--- src/rtl/srd_pkg.sv ---
package srd_pkg;

    localparam int NUM_RATES  = 9;
    localparam int CODE_W     = 4;
    localparam int SLOWEST_HZ = 8000;
    localparam logic [CODE_W-1:0] REG_WIDEBAND = 4'hF;
    localparam logic [1:0]        PINS_MPEG    = 2'b11;

    typedef logic [CODE_W-1:0] rate_code_t;

    typedef enum logic {
        MODE_STANDARD = 1'b0,
        MODE_MPEG     = 1'b1
    } op_mode_e;

    typedef struct packed {
        logic       hit;
        rate_code_t code;
    } class_res_t;

    typedef struct packed {
        logic       valid;
        logic       err;
        rate_code_t code;
    } lock_state_t;

    // Frequency in Hz for each code, ascending.
    function automatic longint rate_hz(input int idx);
        case (idx)
            0:       return 64'd8000;
            1:       return 64'd11025;
            2:       return 64'd12000;
            3:       return 64'd16000;
            4:       return 64'd22050;
            5:       return 64'd24000;
            6:       return 64'd32000;
            7:       return 64'd44100;
            default: return 64'd48000;
        endcase
    endfunction

    // Rounded reference-cycle count over 2^avg_log2 periods.
    function automatic longint nominal_count(input longint ref_hz, input int avg_log2, input int idx);
        longint fs;
        fs = rate_hz(idx);
        return ((ref_hz << avg_log2) * 2 + fs) / (2 * fs);
    endfunction

    function automatic longint half_window(input longint nominal, input int ppm);
        return (nominal * ppm) / 1_000_000;
    endfunction

    function automatic op_mode_e decode_mode(input logic [1:0] pins);
        return (pins == PINS_MPEG) ? MODE_MPEG : MODE_STANDARD;
    endfunction

endpackage

--- src/rtl/srd_period_meter.sv ---
module srd_period_meter #(
    parameter int AVG_LOG2 = 10,
    parameter int TO_LIM   = 3682,
    parameter int ACC_W    = 22
) (
    input  logic             clk,
    input  logic             rst,
    input  logic             ws_in,
    output logic             meas_stb,
    output logic [ACC_W-1:0] meas_cnt,
    output logic             timeout_stb
);
    localparam int NPER = 1 << AVG_LOG2;
    localparam int NP_W = (AVG_LOG2 > 0) ? AVG_LOG2 : 1;
    localparam int TO_W = $clog2(TO_LIM + 1);

    logic [1:0]       sync_q;
    logic             prev_q;
    logic             rise;
    logic             running_q;
    logic [NP_W-1:0]  np_q;
    logic [ACC_W-1:0] acc_q;
    logic [TO_W-1:0]  idle_q;
    logic             last_period;

    assign rise        = sync_q[1] & ~prev_q;
    assign last_period = (np_q == NP_W'(NPER - 1));

    always_ff @(posedge clk) begin
        if (rst) begin
            sync_q      <= '0;
            prev_q      <= 1'b0;
            running_q   <= 1'b0;
            np_q        <= '0;
            acc_q       <= '0;
            idle_q      <= '0;
            meas_stb    <= 1'b0;
            meas_cnt    <= '0;
            timeout_stb <= 1'b0;
        end else begin
            sync_q      <= {sync_q[0], ws_in};
            prev_q      <= sync_q[1];
            meas_stb    <= 1'b0;
            timeout_stb <= 1'b0;
            if (rise) begin
                idle_q    <= '0;
                running_q <= 1'b1;
                if (running_q && last_period) begin
                    meas_stb <= 1'b1;
                    meas_cnt <= acc_q + ACC_W'(1);
                end
                if (!running_q || last_period) begin
                    np_q  <= '0;
                    acc_q <= '0;
                end else begin
                    np_q  <= np_q + NP_W'(1);
                    acc_q <= acc_q + ACC_W'(1);
                end
            end else begin
                if (running_q) acc_q <= acc_q + ACC_W'(1);
                if (idle_q != TO_W'(TO_LIM)) begin
                    idle_q <= idle_q + TO_W'(1);
                    if (idle_q == TO_W'(TO_LIM - 1)) begin
                        timeout_stb <= 1'b1;
                        running_q   <= 1'b0;
                    end
                end
            end
        end
    end

    // a silence timeout restarts counting, so no measurement can follow at once
    p_silence_no_meas_r6: assert property (@(posedge clk) disable iff (rst)
        timeout_stb |=> !meas_stb)
        else $error("measurement completed right after timeout");

endmodule

--- src/rtl/srd_rate_classifier.sv ---
module srd_rate_classifier
    import srd_pkg::*;
#(
    parameter int REF_HZ   = 14_725_000,
    parameter int AVG_LOG2 = 10,
    parameter int PPM_TOL  = 200,
    parameter int ACC_W    = 22
) (
    input  logic             clk,
    input  logic             rst,
    input  logic [ACC_W-1:0] meas_cnt,
    output class_res_t       result
);
    logic [NUM_RATES-1:0] hit_vec;

    for (genvar i = 0; i < NUM_RATES; i++) begin : g_win
        localparam longint NOM  = nominal_count(longint'(REF_HZ), AVG_LOG2, i);
        localparam longint HALF = half_window(NOM, PPM_TOL);
        localparam logic [ACC_W-1:0] LO = ACC_W'(NOM - HALF);
        localparam logic [ACC_W-1:0] HI = ACC_W'(NOM + HALF);
        assign hit_vec[i] = (meas_cnt >= LO) && (meas_cnt <= HI);
    end

    always_comb begin
        result.hit  = |hit_vec;
        result.code = '0;
        for (int k = 0; k < NUM_RATES; k++) begin
            if (hit_vec[k]) result.code = CODE_W'(k);
        end
    end

    // tolerance windows never overlap
    p_single_window_r2: assert property (@(posedge clk) disable iff (rst)
        $onehot0(hit_vec))
        else $error("count falls in more than one window");

endmodule

--- src/rtl/srd_lock_tracker.sv ---
module srd_lock_tracker
    import srd_pkg::*;
(
    input  logic        clk,
    input  logic        rst,
    input  logic        meas_stb,
    input  class_res_t  cls,
    input  logic        timeout_stb,
    output lock_state_t state
);
    lock_state_t st_q;
    logic        prev_ok_q;
    rate_code_t  prev_code_q;

    always_ff @(posedge clk) begin
        if (rst) begin
            st_q        <= '{valid: 1'b0, err: 1'b0, code: '0};
            prev_ok_q   <= 1'b0;
            prev_code_q <= '0;
        end else if (meas_stb) begin
            if (!cls.hit) begin
                st_q.err   <= 1'b1;
                st_q.valid <= 1'b0;
                prev_ok_q  <= 1'b0;
            end else begin
                st_q.err    <= 1'b0;
                prev_ok_q   <= 1'b1;
                prev_code_q <= cls.code;
                if (prev_ok_q && (prev_code_q == cls.code)) begin
                    st_q.valid <= 1'b1;
                    st_q.code  <= cls.code;
                end else begin
                    st_q.valid <= 1'b0;
                end
            end
        end else if (timeout_stb) begin
            st_q.valid <= 1'b0;
            prev_ok_q  <= 1'b0;
        end
    end

    assign state = st_q;

    // lock only rises on an in-window measurement
    p_valid_rise_r3: assert property (@(posedge clk) disable iff (rst)
        $rose(state.valid) |-> ($past(meas_stb) && $past(cls.hit)))
        else $error("valid rose without a matching measurement");

    // error only rises on an out-of-window measurement, and the code is kept
    p_err_rise_r4: assert property (@(posedge clk) disable iff (rst)
        $rose(state.err) |-> ($past(meas_stb) && !$past(cls.hit)))
        else $error("error rose without a failed measurement");

    p_code_held_r4: assert property (@(posedge clk) disable iff (rst)
        (meas_stb && !cls.hit) |=> $stable(state.code))
        else $error("code changed on a failed measurement");

    // a timeout leaves no lock behind
    p_timeout_clears_r6: assert property (@(posedge clk) disable iff (rst)
        timeout_stb |=> !state.valid)
        else $error("valid survived a timeout");

    // a locked code is one of the nine rates
    p_code_range_r1: assert property (@(posedge clk) disable iff (rst)
        state.valid |-> (state.code < CODE_W'(NUM_RATES)))
        else $error("locked code out of range");

endmodule

--- src/rtl/srd_rate_register.sv ---
module srd_rate_register
    import srd_pkg::*;
(
    input  logic       clk,
    input  logic       rst,
    input  logic [1:0] mode_pins,
    input  logic       wr_en,
    input  rate_code_t wr_data,
    input  rate_code_t det_code,
    output rate_code_t rate_reg,
    output logic [1:0] subaddr
);
    op_mode_e   mode;
    rate_code_t reg_q;

    assign mode = decode_mode(mode_pins);

    always_ff @(posedge clk) begin
        if (rst)                     reg_q <= REG_WIDEBAND;
        else if (mode == MODE_MPEG)  reg_q <= det_code;
        else if (wr_en)              reg_q <= wr_data;
    end

    assign rate_reg = reg_q;
    assign subaddr  = mode_pins;

    // in decoder-companion mode the register copies the detector a cycle later
    p_mpeg_tracks_r9: assert property (@(posedge clk) disable iff (rst)
        (!$past(rst) && $past(mode == MODE_MPEG)) |-> (rate_reg == $past(det_code)))
        else $error("register did not follow detector");

    // in standard mode the register changes only by a write
    p_std_hold_r8: assert property (@(posedge clk) disable iff (rst)
        (!$past(rst) && $past(mode == MODE_STANDARD) && !$past(wr_en)) |-> $stable(rate_reg))
        else $error("register changed without a write");

    // decoder-companion mode always uses subaddress 3
    p_fixed_subaddr_r7: assert property (@(posedge clk) disable iff (rst)
        (mode == MODE_MPEG) |-> (subaddr == 2'd3))
        else $error("wrong subaddress in companion mode");

endmodule

--- src/rtl/srd_rate_detector.sv ---
module srd_rate_detector
    import srd_pkg::*;
#(
    parameter int REF_HZ   = 14_725_000,
    parameter int AVG_LOG2 = 10,
    parameter int PPM_TOL  = 200
) (
    input  logic              clk,
    input  logic              rst,
    input  logic              ws_in,
    input  logic [1:0]        mode_pins,
    input  logic              reg_wr_en,
    input  logic [CODE_W-1:0] reg_wr_data,
    output logic [CODE_W-1:0] rate_code,
    output logic              rate_valid,
    output logic              rate_err,
    output logic [CODE_W-1:0] rate_reg,
    output logic [1:0]        bus_subaddr
);
    localparam int TO_LIM = 2 * ((REF_HZ + SLOWEST_HZ - 1) / SLOWEST_HZ);
    localparam int ACC_W  = $clog2((TO_LIM << AVG_LOG2) + 1);

    logic             meas_stb;
    logic             timeout_stb;
    logic [ACC_W-1:0] meas_cnt;
    class_res_t       cls;
    lock_state_t      lock;

    srd_period_meter #(.AVG_LOG2(AVG_LOG2), .TO_LIM(TO_LIM), .ACC_W(ACC_W)) u_meter (
        .clk(clk), .rst(rst), .ws_in(ws_in),
        .meas_stb(meas_stb), .meas_cnt(meas_cnt), .timeout_stb(timeout_stb)
    );

    srd_rate_classifier #(.REF_HZ(REF_HZ), .AVG_LOG2(AVG_LOG2), .PPM_TOL(PPM_TOL), .ACC_W(ACC_W)) u_class (
        .clk(clk), .rst(rst), .meas_cnt(meas_cnt), .result(cls)
    );

    srd_lock_tracker u_track (
        .clk(clk), .rst(rst), .meas_stb(meas_stb), .cls(cls),
        .timeout_stb(timeout_stb), .state(lock)
    );

    srd_rate_register u_reg (
        .clk(clk), .rst(rst), .mode_pins(mode_pins), .wr_en(reg_wr_en),
        .wr_data(reg_wr_data), .det_code(lock.code),
        .rate_reg(rate_reg), .subaddr(bus_subaddr)
    );

    assign rate_code  = lock.code;
    assign rate_valid = lock.valid;
    assign rate_err   = lock.err;

endmodule

--- config.mk ---
export PLATFORM = sky130hd
export DESIGN_NAME = srd_rate_detector
export DESIGN_NICKNAME = d
export VERILOG_FILES = /design/src/rtl/srd_pkg.sv /design/src/rtl/srd_period_meter.sv /design/src/rtl/srd_rate_classifier.sv /design/src/rtl/srd_lock_tracker.sv /design/src/rtl/srd_rate_register.sv /design/src/rtl/srd_rate_detector.sv
export SDC_FILE = /design/constraint.sdc
export NUM_CORES = 1
export LEC_CHECK = 0
export BUFFER_PORTS_ARGS = -buffer_cell sky130_fd_sc_hd__buf_2
export CAP_MARGIN = 20
export CORE_ASPECT_RATIO = 1.4
export CORE_MARGIN = 2
export CORE_UTILIZATION = 55
export DETAILED_ROUTE_END_ITERATION = 10
export PLACE_DENSITY = 0.75
export SYNTH_ARGS = -nofsm -noshare
export SYNTH_HDL_FRONTEND = slang
export SYNTH_SLANG_ARGS = --single-unit
--- constraint.sdc ---
create_clock -name clk -period 3.3 [get_ports clk]
set_input_delay 0.33 -clock clk [delete_from_list [all_inputs] [get_ports clk]]
set_output_delay 0.33 -clock clk [all_outputs]
set_load 0.05 [all_outputs]
Word level (Yosys, flattened, before mapping)
Cells that the tools add are included.

Register bits after elaboration: 87. Word-level logic and storage cells: 97. Bits of input ports: 10. Output and inout port bits: 12.

Mux-type cells: 26. $add $sub $neg: 3. $lt $le $gt $ge: 18. Equality and inequality tests: 5. Reduce and logical (&&, ||, !) cells: 26. Bitwise logic cells: 4.

Operators with widths (count): 22-bit by 19-bit greater-or-equal comparator with 1-bit output, second input constant (3); 22-bit by 20-bit greater-or-equal comparator with 1-bit output, second input constant (3); 22-bit by 21-bit greater-or-equal comparator with 1-bit output, second input constant (3); 22-bit by 19-bit <= comparator with 1-bit output, second input constant (3); 22-bit by 20-bit <= comparator with 1-bit output, second input constant (3); 22-bit by 21-bit <= comparator with 1-bit output, second input constant (3); 22-bit two-way mux (3); 22-bit by 1-bit adder with 22-bit output, second input constant (1); 12-bit by 1-bit adder with 12-bit output, second input constant (1); 12-bit == test, second input constant (1); 1-bit two-way mux (12); 3-bit two-way mux (4); 4-bit two-way mux (3); 12-bit != test, second input constant (1); 1-bit logical AND (11); 10-bit by 1-bit adder with 10-bit output, second input constant (1); 10-bit == test, second input constant (1); 10-bit two-way mux (1); 2-bit nonzero test (5); 9-bit OR reduction (1); 2-bit two-way mux (3); 2-bit AND reduction (3); 4-bit == test (1); 2-bit OR reduction (2); other kinds (7) (9).

Logic depth before layout (Yosys ltp)
Gate-level depths: netlist of the first run.

Word-level depth: 15. Mapped depth: 10. Mapped depth without buffers: 9.

By module
Synthesis of the first run repeated with hierarchy kept, for this count alone.

Cells, all modules: 630. Area total of the unflattened synthesis: 5082.4 um^2.

By module, submodules not included: srd_period_meter (sequential area each 1441.4 um^2, times used 1, cells each 379, area each 3295.7 um^2); srd_rate_classifier (sequential area each 0.0 um^2, times used 1, cells each 179, area each 1074.8 um^2); srd_lock_tracker (sequential area each 220.2 um^2, times used 1, cells each 52, area each 516.7 um^2); srd_rate_register (sequential area each 80.1 um^2, times used 1, cells each 20, area each 195.2 um^2).

Worst setup path after synthesis of the first run
No wires, ideal clock.

Path kind: register to register. Start: register u_meter.meas_cnt[20]. End: register u_track.st_q, in the netlist u_track.state[1]. Period minus slack after synthesis: 2.792 ns. Data required time: 3.228 ns. Path slack: 0.508 ns. Path buffers: 1. Setup time: 0.072 ns. Stages on the path, launching flop included: 9. Arrival time: 2.720 ns. Cell sequence: dfxtp_1 buf_6 or3_1 or4_1 a211o_1 o2111ai_2 or4b_4 a211oi_2 mux2i_1.

Cells in the longest elaborated chain, start to end: 13. Elaborated cells between the ends (all ways): 39. Those cells by class: 18 x order compare; 1 x eq/ne; 8 x mux; 12 x reduce/logical.

RTL lines: from (decl) (line srd_period_meter.sv:10) `output logic [ACC_W-1:0] meas_cnt,`; from (signal assigned) (line srd_period_meter.sv:50) `meas_cnt <= acc_q + ACC_W'(1);`; 22-bit by 21-bit greater-or-equal comparator with 1-bit output or 22-bit by 21-bit <= comparator with 1-bit output (tied branches) (line srd_rate_classifier.sv:21) `assign hit_vec[i] = (meas_cnt >= LO) && (meas_cnt <= HI);`; 1-bit logical AND (line srd_rate_classifier.sv:21); 1-bit two-way mux (line srd_rate_classifier.sv:28) `if (hit_vec[k]) result.code = CODE_W'(k);`; 2-bit two-way mux (2 in a row) (line srd_rate_classifier.sv:28); 3-bit two-way mux (4 in a row) (line srd_rate_classifier.sv:28); 4-bit two-way mux (line srd_rate_classifier.sv:28); 4-bit == test (line srd_lock_tracker.sv:29) `if (prev_ok_q && (prev_code_q == cls.code)) begin`; 1-bit logical AND (line srd_lock_tracker.sv:29); 3-bit AND reduction (no line); to (signal assigned) (line srd_lock_tracker.sv:17) `st_q <= '{valid: 1'b0, err: 1'b0, code: '0};`; to (decl) (line srd_lock_tracker.sv:11) `lock_state_t st_q;`.

Several ways; a longest one is shown, not always the timed one. A chain may end at the register's enable or synchronous reset.

Worst setup path in the final report of the first run
Start: register u_meter.meas_cnt[7]. End: register u_track.st_q, in the netlist u_track.state[2].

Same word-level chain as after synthesis.

==> metrics.log, run 1 <==
INFO  metric status = completed
INFO  metric ys_seq_elements = 87
INFO  metric timing.slew.headroom = 50.69%
INFO  metric post_synth_instance_area = 0.005051 sq mm
INFO  metric critical_path.most_common_cell = sky130_fd_sc_hd__o21ai_0
INFO  metric cts_root_buf = sky130_fd_sc_hd__clkbuf_16
INFO  metric floorplan.initialDensity = 56.26%
INFO  metric cts_resized = 0
INFO  metric post_route_cells_drive_above_1_share = 10.14%
INFO  metric fin_worst_skew = 0.01008 ns
INFO  metric cts_tree = built
INFO  metric worst_ir_drop_vdd = 0.0003305 V
INFO  metric synth_fp_nets = 658
INFO  metric holdWs = 0.1989 ns
INFO  metric hp-class = input pin to flop
INFO  metric drt_iter0_drc = 324
INFO  metric fin_tns_setup = 0 ns
INFO  metric max_stage_delay = 0.68 ns
INFO  metric detailroute.via_count = 4753
INFO  metric drt-pass1-iter-count = 5
INFO  metric antenna_found_initial = 0
INFO  metric worstPathArrival = 3.33 ns
INFO  metric finalWirelength = 12.23 mm
INFO  metric max_cap_violations = 0
INFO  metric routabilityCongestion = 0.9575
INFO  metric cts_buffers = 9
INFO  metric rsz0062_at_grt = false
INFO  metric reg.largest.list = u_meter.acc_q x22, u_meter.meas_cnt x22, u_meter.idle_q x12
INFO  metric routed_via_density = 6.270
INFO  metric cell_count_after_placement = 742
INFO  metric synth_mux_area_share = 2.006%
INFO  metric cts.path.max_buffers = 2
INFO  metric flow.area_growth_from_synthesis = 9.487%
INFO  metric synth_simple_gate_area_share = 31.11%
INFO  metric crit_slowest_cell = sky130_fd_sc_hd__dfxtp_1
INFO  metric postSynth.asyncResetShare = 0%
INFO  metric die_wd = 84.99 microns
INFO  metric cp_top_family = simple AND/OR/NAND/NOR gates
INFO  metric final_global_route_overflow_total = 0
INFO  metric worst-slew-pin-transition = 0.7369 ns
INFO  metric syn-instance-count = 643
INFO  metric drt-wirelength-per-cell = 16.13 microns
INFO  metric final_core_util = 61.60%
INFO  metric number_of_unique_standard_cell_types_used_by_synthesis = 65
INFO  metric antenna_nets_post_route = 0
INFO  metric first_global_vias = 4354
INFO  metric setup_viol_count_final = 0
INFO  metric synth-xor-area-share = 6.762%
INFO  metric power.static_leakage = 1.906 nW
INFO  metric final_net_count = 661
INFO  metric path_class = flop to flop
INFO  metric num_antenna_cells = 0
INFO  metric maximum_number_of_pins_on_one_net_before_global_route_repair = 57
INFO  metric die_area = 0.009977 sq mm
INFO  metric ys.warnings.count = 0
INFO  metric synth_sequential_area_ratio = 34.48%
INFO  metric min_period = 3.057 ns
INFO  metric post_synth_top_flop = sky130_fd_sc_hd__dfxtp_1
INFO  metric fin_crit_sh = 92.63%
INFO  metric crit_chain = nor3b_1 > nand4b_1 > o221a_2 > or4_1 > o21ai_0 > o21ai_0 > a211oi_2 > buf_4 > mux2i_1
INFO  metric count_of_hold_fix_buffers_inserted_at_cts = 0
INFO  metric global_route_wire_length_before_repair = 20.37 mm
INFO  metric post_synth_fa_ha_maj_area_fraction = 1.239%
INFO  metric floorplan.rows = 41
INFO  metric grt_use_total = 24.60%
INFO  metric worst_ep_required_time = 3.57 ns
INFO  metric route.detailed.drc = 0
INFO  metric clock.fmax = 0.3272 GHz
INFO  metric finalHoldViolations = 0
INFO  metric die_height = 117.4 microns
INFO  metric instances_no_fill = 758
INFO  metric critPathBufInv = 1
INFO  metric average_cell_area_after_synthesis = 7.856 sq um
INFO  metric cts_setup_buffers = 0
INFO  metric ctsHtreeMaxLevel = 3
INFO  metric coreArea = 0.008977 sq mm
INFO  metric power-per-cell-area = 398.3 mW/mm^2
INFO  metric fraction_of_the_mapped_netlist_area_in_compound_gates = 19.89%
INFO  metric io_buffers = 21
INFO  metric main_combinational_cell_family_by_area_after_synthesis = simple AND/OR/NAND/NOR gates
INFO  metric critPathMaxFanout = 17
INFO  metric cts.clk_slew.worst_paths = 0.07 ns
INFO  metric endpoint_kind = flop
INFO  metric detailedPlacementHpwl = 8.736 mm
INFO  metric cts.sinks = 87
INFO  metric synth-edff-count = 0
INFO  metric io_pins = 22
INFO  metric critPathLaunchType = flop
INFO  metric report.final.slew_viol_count = 0
INFO  metric clock_latency_of_the_later_clocked_register_in_the_worst_skew_pair = 0.34 ns
cell families after synthesis:
| kind of cell | count (synthesis) |
|---|---|
| adder cells (fa/ha/maj) | 5 |
| AND/OR/NAND/NOR | 296 |
| multiplexers | 10 |
| XOR/XNOR | 39 |
| AO/OA/AOI/OAI | 151 |
| flip-flops | 87 |
| buffers and inverters | 55 |
layout make-up:
type                            count  area, sq um
Fill cell                         780         3447
Clock inverter                      7        78.83
Inverter                            9        33.78
Sequential cell                    87         1742
Clock buffer                        9        225.2
Timing Repair Buffer               38        232.7
Tap cell                          107        133.9
Multi-Input combinational cell    501         3084
Yosys cell counts, types with 11 or more instances:
library cell,instances,area (sq um)
sky130_fd_sc_hd__a211oi_1,23,172.7
sky130_fd_sc_hd__nand4_1,14,87.58
sky130_fd_sc_hd__xnor2_1,20,175.2
sky130_fd_sc_hd__o21ai_0,34,170.2
sky130_fd_sc_hd__dfxtp_1,87,1742
sky130_fd_sc_hd__xor2_1,19,166.4
sky130_fd_sc_hd__clkbuf_1,35,131.4
sky130_fd_sc_hd__nor3_1,11,55.05
sky130_fd_sc_hd__nand2_1,65,244.0
sky130_fd_sc_hd__nor2_1,79,296.5
sky130_fd_sc_hd__nand3_1,21,105.1
sky130_fd_sc_hd__and3_1,14,87.58
sky130_fd_sc_hd__a21oi_1,38,190.2
sky130_fd_sc_hd__nor2b_1,11,68.82
power by group:
group | switching, mW | total [mW] | internal, mW
Sequential | 0.00939 | 1.07 | 1.06
Combinational | 0.0743 | 0.103 | 0.0290
Clock | 0.433 | 1.03 | 0.596
worst register-to-register path, stage by stage, from the launching register on:
cell,delay (ns)
sky130_fd_sc_hd__dfxtp_1,0.68
sky130_fd_sc_hd__nor3b_1,0.42
sky130_fd_sc_hd__nand4b_1,0.15
sky130_fd_sc_hd__o221a_2,0.25
sky130_fd_sc_hd__or4_1,0.56
sky130_fd_sc_hd__o21ai_0,0.14
sky130_fd_sc_hd__o21ai_0,0.20
sky130_fd_sc_hd__a211oi_2,0.26
sky130_fd_sc_hd__buf_4,0.17
sky130_fd_sc_hd__mux2i_1,0.17
stage by stage:
step           power [mW]  setup WS (ns)  area, sq um
6_report            2.203         0.2433         5530
5_1_grt             2.274        0.07130         5530
4_1_cts             2.222         0.3000         5530
3_5_place_dp        1.198         0.3421         5226
3_3_place_gp        1.194         0.3576         5226
2_1_floorplan       1.169         0.5083         5051
metal layers:
| metal | wire length, microns | global-route usage [%] | up-vias |
|---|---|---|---|
| li1 | - | - | 2367 |
| met4 | 563 | 14.48 | 0 |
| met1 | 5132 | 30.47 | 2218 |
| met5 | 0 | 0 | - |
| met3 | 435 | 3.448 | 40 |
| met2 | 6097 | 40.04 | 128 |
final timing paths:
check | cells past startpoint | endpoint | startpoint | slack [ns]
worst max register to register | 9 | u_track.state[2]$_SDFFE_PP0P_ | u_meter.meas_cnt[7]$_SDFFE_PP0P_ | 0.24
worst min-delay path | 2 | u_meter.sync_q[0]$_SDFF_PP0_ | ws_in | 0.20
worst max-delay path | 9 | u_track.state[2]$_SDFFE_PP0P_ | u_meter.meas_cnt[7]$_SDFFE_PP0P_ | 0.24
worst min register to register | 1 | u_meter.sync_q[1]$_SDFF_PP0_ | u_meter.sync_q[0]$_SDFF_PP0_ | 0.45
layout by cell type (no fill, tap or decap), types with 4 or more instances in the layout:
master	count
sky130_fd_sc_hd__nor3_1	11
sky130_fd_sc_hd__or2_2	4
sky130_fd_sc_hd__a22oi_1	4
sky130_fd_sc_hd__nand2_1	65
sky130_fd_sc_hd__nor3b_1	5
sky130_fd_sc_hd__nor2_1	78
sky130_fd_sc_hd__a211oi_1	23
sky130_fd_sc_hd__nand3b_1	9
sky130_fd_sc_hd__nor4_1	6
sky130_fd_sc_hd__buf_2	21
sky130_fd_sc_hd__xor2_1	19
sky130_fd_sc_hd__nand2b_1	6
sky130_fd_sc_hd__a21oi_1	38
sky130_fd_sc_hd__dfxtp_1	87
sky130_fd_sc_hd__and3_1	14
sky130_fd_sc_hd__ha_1	5
sky130_fd_sc_hd__nand3_1	21
sky130_fd_sc_hd__or3_1	9
sky130_fd_sc_hd__and4_1	6
sky130_fd_sc_hd__o2111ai_1	6
sky130_fd_sc_hd__nor4bb_1	4
sky130_fd_sc_hd__clkbuf_16	9
sky130_fd_sc_hd__o21ai_0	34
sky130_fd_sc_hd__o211ai_1	7
sky130_fd_sc_hd__buf_4	17
sky130_fd_sc_hd__a31oi_1	5
sky130_fd_sc_hd__or4_1	5
sky130_fd_sc_hd__o41ai_1	4
sky130_fd_sc_hd__nor4b_1	6
sky130_fd_sc_hd__inv_1	8
sky130_fd_sc_hd__xnor2_1	20
sky130_fd_sc_hd__nand4_1	14
sky130_fd_sc_hd__nor2b_1	11
sky130_fd_sc_hd__mux2i_1	9
sky130_fd_sc_hd__and2_1	9
Power figures use the tool's default switching activity.
==> inputs of run 2 (changes only) <==
CORE_UTILIZATION = 47   (was 55)
PLACE_DENSITY = 0.67   (was 0.75)
==> run 2 against run 1 <==
Compared with the run above:
- worst setup slack worse by 0.0078 ns
- highest routed layer unchanged
- clock-buffer cell count unchanged
- largest cell class unchanged
- routed wire length up 0.68%
- clock skew about the same
- via count down 2.2%
==> metrics.log, run 2 (synthesis results as in run 1) <==
INFO  metric hp-class = input pin to flop
INFO  metric register_cell_area_after_layout = 0.001743 sq mm (about the same)
INFO  metric cell_count_of_the_worst_reg_to_reg_path = 8 (-1)
INFO  metric drt-wirelength-per-cell = 15.68 microns (-2.8%)
INFO  metric cts_setup_buffers = 0 (unchanged)
INFO  metric mostFrequentLayoutCell = sky130_fd_sc_hd__dfxtp_1
INFO  metric routed_via_density = 5.924 (-5.5%)
INFO  metric path_class = flop to flop
INFO  metric routabilityCongestion = 1.029 (+7.5%)
INFO  metric die_height = 126.7 microns (+7.9%)
INFO  metric final_net_count = 658 (-0.45%)
INFO  metric io_buffers = 21 (unchanged)
INFO  metric worst_ir_drop_vdd = 0.0002286 V (-31%)
INFO  metric multi_input_comb_area = 0.003084 sq mm (unchanged)
INFO  metric detailedPlacementHpwl = 8.784 mm (+0.54%)
INFO  metric hold_start = ws_in
INFO  metric first_global_vias = 4408 (+1.2%)
INFO  metric setup_slack = 0.2355 ns (-0.007798 ns)
INFO  metric cts.path.max_buffers = 2 (unchanged)
INFO  metric cts.clk_slew.worst_paths = 0.07 ns (about the same)
INFO  metric num-fill-cells = 987 (+27%)
INFO  metric die_wd = 91.62 microns (+7.8%)
INFO  metric reg.largest.list = u_meter.acc_q x22, u_meter.meas_cnt x22, u_meter.idle_q x12
INFO  metric cts_tree = built
INFO  metric num_antenna_cells = 0 (unchanged)
INFO  metric holdPathEnd = u_meter.sync_q[0]$_SDFF_PP0_
INFO  metric worst_ep_required_time = 3.57 ns (about the same)
INFO  metric setup_viol_count_final = 0 (unchanged)
INFO  metric power-per-cell-area = 416.1 mW/mm^2 (+4.5%)
INFO  metric detailroute.via_count = 4650 (-2.2%)
INFO  metric status = completed
INFO  metric fin_tns_setup = 0 ns (unchanged)
INFO  metric critPathMaxFanout = 19 (+2)
INFO  metric rsz0062_at_grt = false
INFO  metric post_route_cells_drive_above_1_share = 9.737% (-0.40 points)
INFO  metric antenna_nets_post_route = 0 (unchanged)
INFO  metric finalHoldViolations = 0 (unchanged)
INFO  metric cts_buffers = 9 (unchanged)
INFO  metric drt-pass1-iter-count = 5 (unchanged)
INFO  metric report.power.total = 2.323 mW (+5.5%)
INFO  metric worst-slew-pin-transition = 0.7066 ns (-0.03032 ns)
INFO  metric power.static_leakage = 1.909 nW (+0.17%)
INFO  metric finalWirelength = 12.31 mm (+0.68%)
INFO  metric clock.fmax = 0.3263 GHz (-0.25%)
INFO  metric grt_use_total = 21.85% (-2.8 points)
INFO  metric endpoint_kind = flop
INFO  metric power_report.internal_total = 1.829 mW (+8.5%)
INFO  metric regToRegSetupSlack = 0.24 ns (about the same)
INFO  metric io_pins = 22 (unchanged)
INFO  metric timing.slew.headroom = 52.72% (+2.0 points)
INFO  metric route.detailed.drc = 0 (unchanged)
INFO  metric global_route_wire_length_before_repair = 20.78 mm (+2.0%)
INFO  metric worst_setup_timing_slack_at_the_placement_stage = 0.2568 ns (-0.08530 ns)
INFO  metric antenna_found_initial = 0 (unchanged)
INFO  metric layout.cells.most_common_list = 86 x sky130_fd_sc_hd__dfxtp_1, 78 x sky130_fd_sc_hd__nor2_1, 65 x sky130_fd_sc_hd__nand2_1, 38 x sky130_fd_sc_hd__a21oi_1, 34 x sky130_fd_sc_hd__o21ai_0
INFO  metric report.final.slew_viol_count = 0 (unchanged)
INFO  metric holdWs = 0.2090 ns (+0.01013 ns)
INFO  metric final_global_route_overflow_total = 0 (unchanged)
INFO  metric power.share.sequential = 46.1% (-2.5 points)
INFO  metric drt_iter0_drc = 239 (-26%)
INFO  metric maximum_number_of_pins_on_one_net_before_global_route_repair = 57 (unchanged)
INFO  metric max_cap_violations = 0 (unchanged)
INFO  metric flow.area_growth_from_synthesis = 10.55%
INFO  metric total_switching_power = 494.5 uW (-4.4%)
INFO  metric worst_hold_path.num_cells = 2 (unchanged)
INFO  metric ctsHtreeMaxLevel = 3 (unchanged)
INFO  metric fin_crit_sh = 92.86% (+0.24 points)
INFO  metric clock_power_share = 49.6% (+2.9 points)
INFO  metric timing.rr.start = u_meter.meas_cnt[6]$_SDFFE_PP0P_
INFO  metric critPathLaunchType = flop
INFO  metric netSwitchingFraction = 21.28% (-2.2 points)
INFO  metric critical_register_to_register_path_endpoint = u_track.state[3]$_SDFFE_PP0P_
INFO  metric clock_latency_of_the_later_clocked_register_in_the_worst_skew_pair = 0.34 ns (about the same)
INFO  metric coreArea = 0.01041 sq mm (+16%)
INFO  metric die_area = 0.01160 sq mm (+16%)
INFO  metric worstPathArrival = 3.33 ns (about the same)
INFO  metric fin_worst_skew = 0.01051 ns (+0.0004319 ns)
INFO  metric cts_root_buf = sky130_fd_sc_hd__clkbuf_16
INFO  metric cts.sinks = 87 (unchanged)
INFO  metric comb_power_share = 4.3% (-0.4 points)
INFO  metric floorplan.rows = 44 (+7.3%)
INFO  metric floorplan.initialDensity = 48.54% (-7.7 points)
INFO  metric min_period = 3.064 ns (+0.007798 ns)
-- run 2: cell count changes in the layout (fill, tap and decap cells not counted), sizes merged --
cell / previous run / this run
inv: 11 / 10
buf: 38 / 35
clkinv: 2 / 1
bufinv: 1 / 3
clkinvlp: 2 / 1
-- run 2: worst max path at each step --
stage               depth (start not counted)  slack, ns                       endpoint                              start
finish                                      8       0.24  u_track.state[3]$_SDFFE_PP0P_   u_meter.meas_cnt[6]$_SDFFE_PP0P_
global route                               10      0.009  u_track.state[3]$_SDFFE_PP0P_  u_meter.meas_cnt[16]$_SDFFE_PP0P_
floorplan                                   8       0.51  u_track.state[1]$_SDFFE_PP0P_  u_meter.meas_cnt[20]$_SDFFE_PP0P_
detailed placement                         10       0.26  u_track.state[2]$_SDFFE_PP0P_  u_meter.meas_cnt[16]$_SDFFE_PP0P_
CTS                                        10       0.22  u_track.state[2]$_SDFFE_PP0P_  u_meter.meas_cnt[16]$_SDFFE_PP0P_
global placement                            8       0.29  u_track.state[2]$_SDFFE_PP0P_   u_meter.meas_cnt[7]$_SDFFE_PP0P_
-- run 2: final cells by class --
class,count,area share (%)
Multi-Input combinational cell,501,55.23
Sequential cell,87,31.21
Clock buffer,9,4.033
Timing Repair Buffer,35,3.764
Tap cell,138,3.092
Clock inverter,6,2.061
Inverter,9,0.6050
-- run 2: worst max-delay path: stages, from the launching register on --
cell and delay (ns):
sky130_fd_sc_hd__dfxtp_1 0.72, sky130_fd_sc_hd__nor4bb_1 0.40, sky130_fd_sc_hd__nand2_1 0.10, sky130_fd_sc_hd__nor4_1 0.28
sky130_fd_sc_hd__nor3b_1 0.13, sky130_fd_sc_hd__o2111ai_2 0.24, sky130_fd_sc_hd__or4b_4 0.51, sky130_fd_sc_hd__a211oi_2 0.38
sky130_fd_sc_hd__mux2i_1 0.23
-- run 2: power by group through the flow --
stage,registers (mW),logic (mW),clock network (mW)
after floorplan,1.11,0.0640,0
after detailed placement,1.09,0.102,0
final,1.07,0.101,1.15
after CTS,1.07,0.102,1.18
after global placement,1.09,0.0995,0
after global routing,1.07,0.113,1.22
-- run 2: timing repair --
item | 4_1_cts | 5_1_grt
hold buffers | 0 | 0
endpoints found under the setup margin | 0 | 4
gates resized for setup | 0 | 1
-- run 2: per-layer routing --
metal | share of wire (%) | global-route usage [%] | vias to the layer above | routed length [microns]
met5 | 0 | 0 | - | 0
met4 | 4.4 | 12.03 | 0 | 538
met3 | 3.6 | 3.800 | 34 | 440
met2 | 50 | 38.02 | 122 | 6130
met1 | 42 | 25.22 | 2154 | 5203
li1 | - | - | 2340 | -
-- run 2: stage by stage --
stage / instance area (sq um) / cells / util [%]
after floorplan: 5051 / 643 / -
after global placement: 5243 / 770 / 50.38
after detailed placement: 5243 / 770 / 50.38
after CTS: 5583 / 785 / 53.66
after global routing: 5584 / 785 / 53.67
final: 5584 / 785 / 53.67
==> inputs of run 3 (changes only) <==
BUFFER_PORTS_ARGS = -buffer_cell sky130_fd_sc_hd__buf_4   (was -buffer_cell sky130_fd_sc_hd__buf_2)
==> run 3 against run 2 <==
Compared with the run above:
- routed wire length rose by 4.6%
- sequential power is essentially flat
- sequential share of layout area down 0.19 points
- critical path depth stayed put
- utilization rose by 0.32 points
- largest cell class unchanged
==> metrics.log, run 3 (synthesis results as in run 1) <==
INFO  metric setup_viol_count_final = 0 (unchanged)
INFO  metric drt_iter0_drc = 277 (+16%)
INFO  metric io_buffers = 21 (unchanged)
INFO  metric first_global_vias = 4446 (+0.86%)
INFO  metric routabilityCongestion = 1.035 (+0.50%)
INFO  metric min_period = 3.067 ns (+0.002500 ns)
INFO  metric coreArea = 0.01041 sq mm (unchanged)
INFO  metric path_class = flop to flop
INFO  metric post_route_cells_drive_above_1_share = 10.03% (+0.29 points)
INFO  metric clock_latency_of_the_later_clocked_register_in_the_worst_skew_pair = 0.34 ns (about the same)
INFO  metric antenna_nets_post_route = 0 (unchanged)
INFO  metric flow.area_growth_from_synthesis = 11.22%
INFO  metric endpoint_kind = flop
INFO  metric fin_tns_setup = 0 ns (unchanged)
INFO  metric worst_ir_drop_vdd = 0.0002870 V (+26%)
INFO  metric clock_power_share = 46.5% (-3.1 points)
INFO  metric cts_buffers = 9 (unchanged)
INFO  metric worstPathArrival = 3.33 ns (about the same)
INFO  metric worst_ep_required_time = 3.57 ns (about the same)
INFO  metric hp-class = input pin to flop
INFO  metric max_cap_violations = 0 (unchanged)
INFO  metric report.final.slew_viol_count = 0 (unchanged)
INFO  metric power.static_leakage = 1.920 nW (+0.55%)
INFO  metric cts_root_buf = sky130_fd_sc_hd__clkbuf_16
INFO  metric critPathMaxFanout = 15 (-4)
INFO  metric die_height = 126.7 microns (unchanged)
INFO  metric drt-wirelength-per-cell = 16.39 microns (+4.5%)
INFO  metric mostFrequentLayoutCell = sky130_fd_sc_hd__dfxtp_1
INFO  metric finalHoldViolations = 0 (unchanged)
INFO  metric worst-slew-pin-transition = 0.7744 ns (+0.06789 ns)
INFO  metric status = completed
INFO  metric floorplan.initialDensity = 48.54% (unchanged)
INFO  metric count_of_hold_fix_buffers_inserted_at_cts = 0 (unchanged)
INFO  metric layout.cells.most_common_list = 86 x sky130_fd_sc_hd__dfxtp_1, 78 x sky130_fd_sc_hd__nor2_1, 65 x sky130_fd_sc_hd__nand2_1, 38 x sky130_fd_sc_hd__a21oi_1
INFO  metric power.share.sequential = 48.6% (+2.5 points)
INFO  metric fin_crit_sh = 92.94% (about the same)
INFO  metric die_area = 0.01160 sq mm (unchanged)
INFO  metric cts.clk_slew.worst_paths = 0.07 ns (about the same)
INFO  metric antenna_found_initial = 0 (unchanged)
INFO  metric final_net_count = 658 (unchanged)
INFO  metric cts.sinks = 87 (unchanged)
INFO  metric io_pins = 22 (unchanged)
INFO  metric floorplan.rows = 44 (unchanged)
INFO  metric power-per-cell-area = 391.8 mW/mm^2 (-5.8%)
INFO  metric num-fill-cells = 989 (+0.20%)
INFO  metric comb_power_share = 4.9% (+0.6 points)
INFO  metric drt-pass1-iter-count = 7 (+2)
INFO  metric finalWirelength = 12.88 mm (+4.6%)
INFO  metric power_report.internal_total = 1.688 mW (-7.7%)
INFO  metric netSwitchingFraction = 23.32% (+2.0 points)
INFO  metric timing.slew.headroom = 48.18% (-4.5 points)
INFO  metric routed_via_density = 5.952 (+0.47%)
INFO  metric grt_use_total = 22.62% (+0.78 points)
INFO  metric detailedPlacementHpwl = 9.105 mm (+3.7%)
INFO  metric maximum_number_of_pins_on_one_net_before_global_route_repair = 57 (unchanged)
INFO  metric die_wd = 91.62 microns (unchanged)
INFO  metric final_global_route_overflow_total = 0 (unchanged)
INFO  metric cts.path.max_buffers = 2 (unchanged)
INFO  metric clock.fmax = 0.3261 GHz (about the same)
INFO  metric total_switching_power = 513.3 uW (+3.8%)
INFO  metric setup_slack = 0.2330 ns (-0.002500 ns)
INFO  metric fin_worst_skew = 0.008341 ns (-0.002168 ns)
INFO  metric worst_setup_timing_slack_at_the_placement_stage = 0.06953 ns (-0.1872 ns)
INFO  metric critPathLaunchType = flop
INFO  metric rsz0062_at_grt = false
INFO  metric global_route_wire_length_before_repair = 21.50 mm (+3.5%)
INFO  metric reg.largest.list = u_meter.acc_q x22, u_meter.meas_cnt x22, u_meter.idle_q x12
INFO  metric ctsHtreeMaxLevel = 3 (unchanged)
INFO  metric cts_tree = built
INFO  metric detailroute.via_count = 4678 (+0.60%)
INFO  metric route.detailed.drc = 0 (unchanged)
INFO  metric num_antenna_cells = 0 (unchanged)
[run 3: cell types whose count changed in the layout (fill, tap and decap cells not counted), sizes merged]
cell	delta
bufinv	-2
clkinv	+3
clkinvlp	-1
clkbuf	+1
[run 3: worst paths after layout]
| path | slack (ns) | startpoint | endpoint | cells past startpoint |
|---|---|---|---|---|
| max reg2reg | 0.23 | u_meter.meas_cnt[8]$_SDFFE_PP0P_ | u_track.state[3]$_SDFFE_PP0P_ | 8 |
| min | 0.19 | ws_in | u_meter.sync_q[0]$_SDFF_PP0_ | 2 |
| max | 0.23 | u_meter.meas_cnt[8]$_SDFFE_PP0P_ | u_track.state[3]$_SDFFE_PP0P_ | 8 |
| min reg2reg | 0.46 | u_meter.sync_q[0]$_SDFF_PP0_ | u_meter.sync_q[1]$_SDFF_PP0_ | 1 |
[run 3: stage by stage]
step           utilization, %  total power, mW  cell area (sq um)  hold WS (ns)  cells
2_1_floorplan               -            1.169               5051        0.4138    643
3_3_place_gp            51.01            1.200               5308        0.4297    770
3_5_place_dp            51.01            1.203               5308        0.4375    770
4_1_cts                 53.87            2.223               5605        0.1905    786
5_1_grt                 53.99            2.279               5618        0.1913    786
6_report                53.99            2.201               5618        0.1942    786
[run 3: area by class of cell]
cell class,instances,area (sq um),share of cell area (%)
Clock inverter,6,68.82,1.225
Inverter,9,33.78,0.6013
Tap cell,138,172.7,3.074
Timing Repair Buffer,35,275.3,4.900
Clock buffer,10,229.0,4.076
Sequential cell,87,1743,31.02
Multi-Input combinational cell,501,3095,55.10
[run 3: repair_timing]
action                                  in CTS  in global routing
endpoints found under the setup margin       0                  5
resized for setup                            0                  3
setup buffers                                0                  0
[run 3: metal layers]
layer | global-route usage, % | vias to the layer above | part of all wire, %
li1 | - | 2346 | -
met1 | 27.45 | 2150 | 42
met2 | 38.24 | 141 | 50
met3 | 3.207 | 41 | 4.7
met4 | 12.66 | 0 | 4.1
met5 | 0 | - | 0
[run 3: power by group through the flow]
stage	combinational, mW	sequential (mW)	clock, mW
2_1_floorplan	0.0640	1.11	0
3_3_place_gp	0.106	1.09	0
3_5_place_dp	0.109	1.09	0
4_1_cts	0.109	1.07	1.04
5_1_grt	0.120	1.07	1.09
6_report	0.108	1.07	1.02
[run 3: critical path, stage by stage (launching register included)]
cell	delay (ns)
sky130_fd_sc_hd__dfxtp_1	0.62
sky130_fd_sc_hd__buf_4	0.26
sky130_fd_sc_hd__nand4_1	0.12
sky130_fd_sc_hd__o31a_1	0.26
sky130_fd_sc_hd__o2111ai_1	0.41
sky130_fd_sc_hd__nand2_1	0.12
sky130_fd_sc_hd__or4b_4	0.55
sky130_fd_sc_hd__a211oi_2	0.40
sky130_fd_sc_hd__mux2i_1	0.25
